===== config.mk =====
export PLATFORM = sky130hd
export DESIGN_NAME = rtc_adj_ctrl
export DESIGN_NICKNAME = d
export VERILOG_FILES = /design/src/rtl/rtc_adj_pkg.sv /design/src/rtl/rtc_adj_timer.sv /design/src/rtl/rtc_adj_ctrlreg.sv /design/src/rtl/rtc_adj_gate.sv /design/src/rtl/rtc_adj_ctrl.sv
export SDC_FILE = /design/constraint.sdc
export NUM_CORES = 1
export LEC_CHECK = 0
export ABC_AREA = 1
export CORE_MARGIN = 2
export CORE_UTILIZATION = 39
export CTS_CLUSTER_DIAMETER = 30
export CTS_CLUSTER_SIZE = 12
export DETAILED_ROUTE_END_ITERATION = 10
export PLACE_DENSITY = 0.91
export SKIP_CTS_REPAIR_TIMING = 1
export SYNTH_ARGS = -nofsm -noshare
export SYNTH_HDL_FRONTEND = slang
export SYNTH_SLANG_ARGS = --single-unit

===== constraint.sdc =====
create_clock -name clk -period 4.84 [get_ports clk]
set_input_delay 1.452 -clock clk [delete_from_list [all_inputs] [get_ports clk]]
set_output_delay 1.452 -clock clk [all_outputs]
set_load 0.1 [all_outputs]

===== src/rtl/rtc_adj_pkg.sv =====
package rtc_adj_pkg;
   // Bit positions inside the control register
   localparam int unsigned BIT_ADJ  = 0;
   localparam int unsigned BIT_HALT = 1;
   localparam int unsigned BIT_BANK = 2;

   // Fenced window inside bank 0 and its RAM exception
   localparam int unsigned FENCE_LO = 0;
   localparam int unsigned FENCE_HI = 12;
   localparam int unsigned RAM_LO   = 6;
   localparam int unsigned RAM_HI   = 11;
   localparam int unsigned CTRL_AD  = 13;

   function automatic logic in_fence(input int unsigned a, input logic cal);
      logic hit;
      hit = (a >= FENCE_LO) && (a <= FENCE_HI);
      if (!cal && (a >= RAM_LO) && (a <= RAM_HI)) hit = 1'b0;
      return hit;
   endfunction
endpackage


===== src/rtl/rtc_adj_timer.sv =====
module rtc_adj_timer #(
   parameter int unsigned LOCK_TICKS  = 5,
   parameter int unsigned CLEAR_TICKS = 8,
   parameter bit          HW_EDGE     = 1'b1
) (
   input  logic clk,
   input  logic rst_n,
   input  logic tick,
   input  logic hw_req,
   input  logic sw_start,
   output logic adj_q,
   output logic lock_active,
   output logic adj_strobe,
   output logic flag_set
);
   localparam int unsigned CW = $clog2(CLEAR_TICKS + 1);

   logic [CW-1:0] cnt;
   logic          hw_go;
   logic          start;

   generate
      if (HW_EDGE) begin : g_edge
         logic prev;
         always_ff @(posedge clk or negedge rst_n) begin
            if (!rst_n) prev <= 1'b0;
            else        prev <= hw_req;
         end
         assign hw_go = hw_req & ~prev;
      end else begin : g_level
         assign hw_go = hw_req;
      end
   endgenerate

   assign start       = (hw_go | sw_start) & ~adj_q;
   assign lock_active = adj_q && (cnt < CW'(LOCK_TICKS));

   always_ff @(posedge clk or negedge rst_n) begin
      if (!rst_n) begin
         adj_q      <= 1'b0;
         cnt        <= '0;
         adj_strobe <= 1'b0;
         flag_set   <= 1'b0;
      end else begin
         flag_set   <= start;
         adj_strobe <= adj_q & tick & (cnt == CW'(LOCK_TICKS - 1));
         if (start) begin
            adj_q <= 1'b1;
            cnt   <= '0;
         end else if (adj_q && tick) begin
            cnt <= cnt + 1'b1;
            if (cnt == CW'(CLEAR_TICKS - 1)) adj_q <= 1'b0;
         end
      end
   end
endmodule


===== src/rtl/rtc_adj_ctrlreg.sv =====
module rtc_adj_ctrlreg #(
   parameter int unsigned AW = 4,
   parameter int unsigned DW = 4
) (
   input  logic          clk,
   input  logic          rst_n,
   input  logic          wr_en,
   input  logic [AW-1:0] addr,
   input  logic [DW-1:0] wdata,
   input  logic          protect,
   input  logic          adj_q,
   output logic          sw_start,
   output logic          halt_q,
   output logic          bank_q,
   output logic [DW-1:0] ctrl_word
);
   import rtc_adj_pkg::*;

   logic hit;
   assign hit      = wr_en && (addr == AW'(CTRL_AD));
   assign sw_start = hit && !protect && wdata[BIT_ADJ];

   always_ff @(posedge clk or negedge rst_n) begin
      if (!rst_n) begin
         halt_q <= 1'b0;
         bank_q <= 1'b0;
      end else if (hit) begin
         bank_q <= wdata[BIT_BANK];
         if (!protect) halt_q <= wdata[BIT_HALT];
      end
   end

   always_comb begin
      ctrl_word           = '0;
      ctrl_word[BIT_ADJ]  = adj_q;
      ctrl_word[BIT_HALT] = halt_q;
      ctrl_word[BIT_BANK] = bank_q;
   end
endmodule


===== src/rtl/rtc_adj_gate.sv =====
module rtc_adj_gate #(
   parameter int unsigned AW = 4,
   parameter int unsigned DW = 4
) (
   input  logic             wr_en,
   input  logic             rd_en,
   input  logic [AW-1:0]    addr,
   input  logic             cal_mode,
   input  logic             bank_q,
   input  logic             lock_active,
   input  logic [DW-1:0]    ctrl_word,
   input  logic [DW-1:0]    tk_rdata,
   output logic [DW-1:0]    rdata,
   output logic             wr_fwd,
   output logic [2**AW-1:0] blk_map
);
   import rtc_adj_pkg::*;
   localparam int unsigned NA = 2 ** AW;

   logic ctrl_hit;
   assign ctrl_hit = (addr == AW'(CTRL_AD));

   genvar a;
   generate
      for (a = 0; a < NA; a++) begin : g_map
         assign blk_map[a] = lock_active && !bank_q && in_fence(a, cal_mode);
      end
   endgenerate

   assign wr_fwd = wr_en && !ctrl_hit && !blk_map[addr];

   always_comb begin
      if (!rd_en || blk_map[addr]) rdata = '0;
      else if (ctrl_hit)           rdata = ctrl_word;
      else                         rdata = tk_rdata;
   end
endmodule


===== src/rtl/rtc_adj_ctrl.sv =====
module rtc_adj_ctrl #(
   parameter int unsigned AW          = 4,
   parameter int unsigned DW          = 4,
   parameter int unsigned LOCK_TICKS  = 5,
   parameter int unsigned CLEAR_TICKS = 8,
   parameter bit          HW_EDGE     = 1'b1
) (
   input  logic              clk,
   input  logic              rst_n,
   input  logic              tick,
   input  logic              hw_adj_req,
   input  logic              cal_mode,
   input  logic              protect,
   input  logic              wr_en,
   input  logic              rd_en,
   input  logic [3:0]        addr,
   input  logic [3:0]        wdata,
   input  logic [3:0]        tk_rdata,
   output logic [3:0]        rdata,
   output logic              wr_fwd,
   output logic [15:0]       blk_map,
   output logic [3:0]        ctrl_q,
   output logic              flag_set,
   output logic              adj_strobe,
   output logic              presc_halt
);
   generate
      if (AW != 4 || DW != 4) begin : g_bad_width
         $error("rtc_adj_ctrl: port widths fixed at 4");
      end
      if (LOCK_TICKS == 0 || LOCK_TICKS >= CLEAR_TICKS) begin : g_bad_ticks
         $error("rtc_adj_ctrl: need 0 < LOCK_TICKS < CLEAR_TICKS");
      end
   endgenerate

   logic adj_q, lock_active, sw_start, halt_q, bank_q;
   logic [DW-1:0] ctrl_word;

   rtc_adj_ctrlreg #(.AW(AW), .DW(DW)) u_reg (
      .clk(clk), .rst_n(rst_n), .wr_en(wr_en), .addr(addr), .wdata(wdata),
      .protect(protect), .adj_q(adj_q), .sw_start(sw_start),
      .halt_q(halt_q), .bank_q(bank_q), .ctrl_word(ctrl_word)
   );

   rtc_adj_timer #(.LOCK_TICKS(LOCK_TICKS), .CLEAR_TICKS(CLEAR_TICKS), .HW_EDGE(HW_EDGE)) u_tmr (
      .clk(clk), .rst_n(rst_n), .tick(tick), .hw_req(hw_adj_req),
      .sw_start(sw_start), .adj_q(adj_q), .lock_active(lock_active),
      .adj_strobe(adj_strobe), .flag_set(flag_set)
   );

   rtc_adj_gate #(.AW(AW), .DW(DW)) u_gate (
      .wr_en(wr_en), .rd_en(rd_en), .addr(addr), .cal_mode(cal_mode),
      .bank_q(bank_q), .lock_active(lock_active), .ctrl_word(ctrl_word),
      .tk_rdata(tk_rdata), .rdata(rdata), .wr_fwd(wr_fwd), .blk_map(blk_map)
   );

   assign ctrl_q     = ctrl_word;
   assign presc_halt = halt_q;
endmodule


==> summary.md <==
| Metric | Value |
|---|---|
| Post-placement cell count | `164` |
| CTS clk-pin slew, worst paths | `0.06 ns` |
| Vias | `754` |
| Layout cell share with drive strength beyond 1 | `24.29%` |
| Post-synthesis cell area | `799.5 um^2` |
| Clk_lat worst skew | `0.27 ns` |
| Max-Cap Viols | `0` |
| Setup Viol. Count Final | `0` |
| Dpl cell area | `1165 um^2` |
| P per Cell Area | `611.4 nW/um^2` |
| CTS Buf Count | `3` |
| Area share of the largest cell type after synthesis | `31.30%` |
| Routability congestion estimate from global placement | `0.8521` |
| Final instance area | `1187 um^2` |
| Distinct cell type count after synthesis | `20` |
| Static Leak | `0.6064 nW` |
| Average wire per standard cell | `10.74 um` |
| Setup Crit Path Kind | `in -> out` |
| Fillers | `190` |
| Critical path launch point type | `input port` |
| Post-synthesis sequential area ratio | `31.30%` |
| Synth Flop Type | `dfrtp_1` |
| Max Root-Sink Buffers | `2` |
| Drt pass-1 iters | `4` |
| Area of the multi-input gates | `356.6 um^2` |
| Final Util | `61.15%` |
| Element type at the critical path end | `output port` |
| FP Rows | `16` |
| Largest area contributor in the netlist | `dfrtp_1` |
| Synth area leaders | `dfrtp_1 (31%), buf_4 (17%), nand2_1 (9.9%), inv_1 (7.0%), nor2_2 (4.7%)` |
| Sink Count | `10` |
| Outcome | `completed` |
| Die Area | `2428 um^2` |
| Vias in the first global route | `725` |
| Asr flop ratio synth | `100.0%` |
| I/O Buffers | `42` |
| Total Power | `726.0 uW` |
| Fmax | `0.2300 GHz` |
| Core area | `1942 um^2` |
| Non-Filler Instances | `167` |
| Vias per cell | `4.515` |
| Initial antenna violation count | `0` |
| Hpwl dp | `1.565 mm` |
| Detail Route Antenna Nets | `0` |
| Setup TNS | `0 ns` |
| Drt drc | `0` |
| Final #Nets | `164` |
| I/O pins | `48` |
| Post-synth top cells | `nand2_1 (21), buf_4 (18), inv_1 (15), dfrtp_1 (10)` |
| Reg area | `250.2 um^2` |
| TritonCTS clock tree | `built` |
| Critical path's top delay family | `buffers and inverters` |
| Initial Util | `41.17%` |
| Final period utilization | `89.85%` |
| Worst Hold Class | `reg -> reg` |
| Slowest stage delay, CP | `0.51 ns` |
| Iteration-0 DRC Markers | `7` |
| Largest net degree at the start of global routing | `11` |
| Hold Worst Slack | `0.5472 ns` |
| Top-count cell post-synth | `nand2_1` |
| CP arrival | `2.90 ns` |
| Fin. Hold Viols | `0` |
| Critical Path RT | `3.39 ns` |
| DRT Wirelength | `1.793 mm` |
| Synth Instances | `110` |
| Count of final max-slew check failures | `0` |
| Worst Tran Pin Value | `0.9914 ns` |
| First-pass GRT wire length | `3.077 mm` |
| Mean post-synth cell area | `7.268 um^2` |
| Setup WS post-layout | `0.4912 ns` |
| Crit path cell chain | `clkdlybuf4s50_1 > nand2_1 > nor2_4 > inv_2 > o21ai_0 > inv_1 > nor2_2 > buf_12` |
| Maximum vdd drop | `316.1 uV` |
| Htree depth | `1` |
| Skew final | `0.004203 ns` |
| GRT Total Usage | `16.31%` |
| Area grow syn2layout | `48.51%` |
| Min Clock Period, post-route | `4.349 ns` |
| Crit Path Max Fanout | `6` |
| Buf+Inv Stages, Crit Path | `4` |
| RSZ-0062 raised after global routing | `false` |
| EDFF count, synth | `0` |
| Number of synthesized register bits | `10` |
| Chip Height | `49.28 um` |
| Die W | `49.28 um` |
| Slowest CP cell | `clkdlybuf4s50_1` |
| Slew HR | `33.70%` |
| Clk root buf | `clkbuf_4` |
| Pre-CTS setup slack | `0.4854 ns` |
| N_diodes | `0` |
| Synth Warn # | `0` |
| Total gr overflow | `0` |
-- worst paths after layout --
path	start	to	slack, ns	cells after the start
min in group asynchronous	rst_n	u_tmr.adj_q	1.49	1
min	u_tmr.adj_q	u_tmr.adj_q	0.55	2
max reg2reg	u_tmr.cnt[0]	u_tmr.adj_strobe	3.81	4
min reg2reg	u_tmr.adj_q	u_tmr.adj_q	0.55	2
max	addr[2]	rdata[0]	0.49	8
max in group asynchronous	rst_n	u_tmr.adj_strobe	3.03	1
-- layout by cell type (no fill, tap or decap), types with 4 or more instances in the layout --
cell and instances:
buf_4 7, buf_12 5, nand3_1 7, dfrtp_1 10
nor2_2 7, o21ai_0 4, clkdlybuf4s50_1 30, conb_1 4
nand2_1 21, inv_2 4, inv_1 15, nor2_1 6
-- state kept, by name, indices dropped and copies added (netlist names) --
register / count
u_reg.bank_q: 1
u_reg.halt_q: 1
u_tmr.adj_q: 1
u_tmr.adj_strobe: 1
u_tmr.cnt: 4
u_tmr.flag_set: 1
u_tmr.g_edge.prev: 1
-- report_power, final --
group | internal, mW | switching [mW]
Sequential | 0.107 | 0.0241
Combinational | 0.122 | 0.417
Clock | 0.0287 | 0.0273
-- routing by layer --
metal / up-vias / global-route usage [%] / share of wire [%]
met2: 38 / 30.41 / 53
li1: 375 / - / -
met4: 0 / 7.143 / 1.7
met1: 338 / 16.63 / 34
met5: - / 0 / 0
met3: 3 / 4.601 / 12
-- cell families after synthesis --
| logic type | synth area share, % |
|---|---|
| xor+xnor | 1.096 |
| fa+ha+maj | 3.129 |
| flops | 31.30 |
| simple gates | 33.80 |
| compound gates | 4.381 |
| other cells | 0.4690 |
| buf+inv | 25.82 |
-- final cells by class --
class / instances / share of cell area, %
inverters: 19 / 6.006
clock buffers: 3 / 1.897
well taps: 27 / 2.845
repair buffers: 42 / 38.15
multi-input cells: 66 / 30.03
flip-flops and latches: 10 / 21.07
-- tightest hold or removal path: cells and delay by family (launching register included) --
family / cells / cell delay [ns]
flip-flops: 1 / 0.40
AND/OR/NAND/NOR: 2 / 0.12
Power figures use the tool's default switching activity.
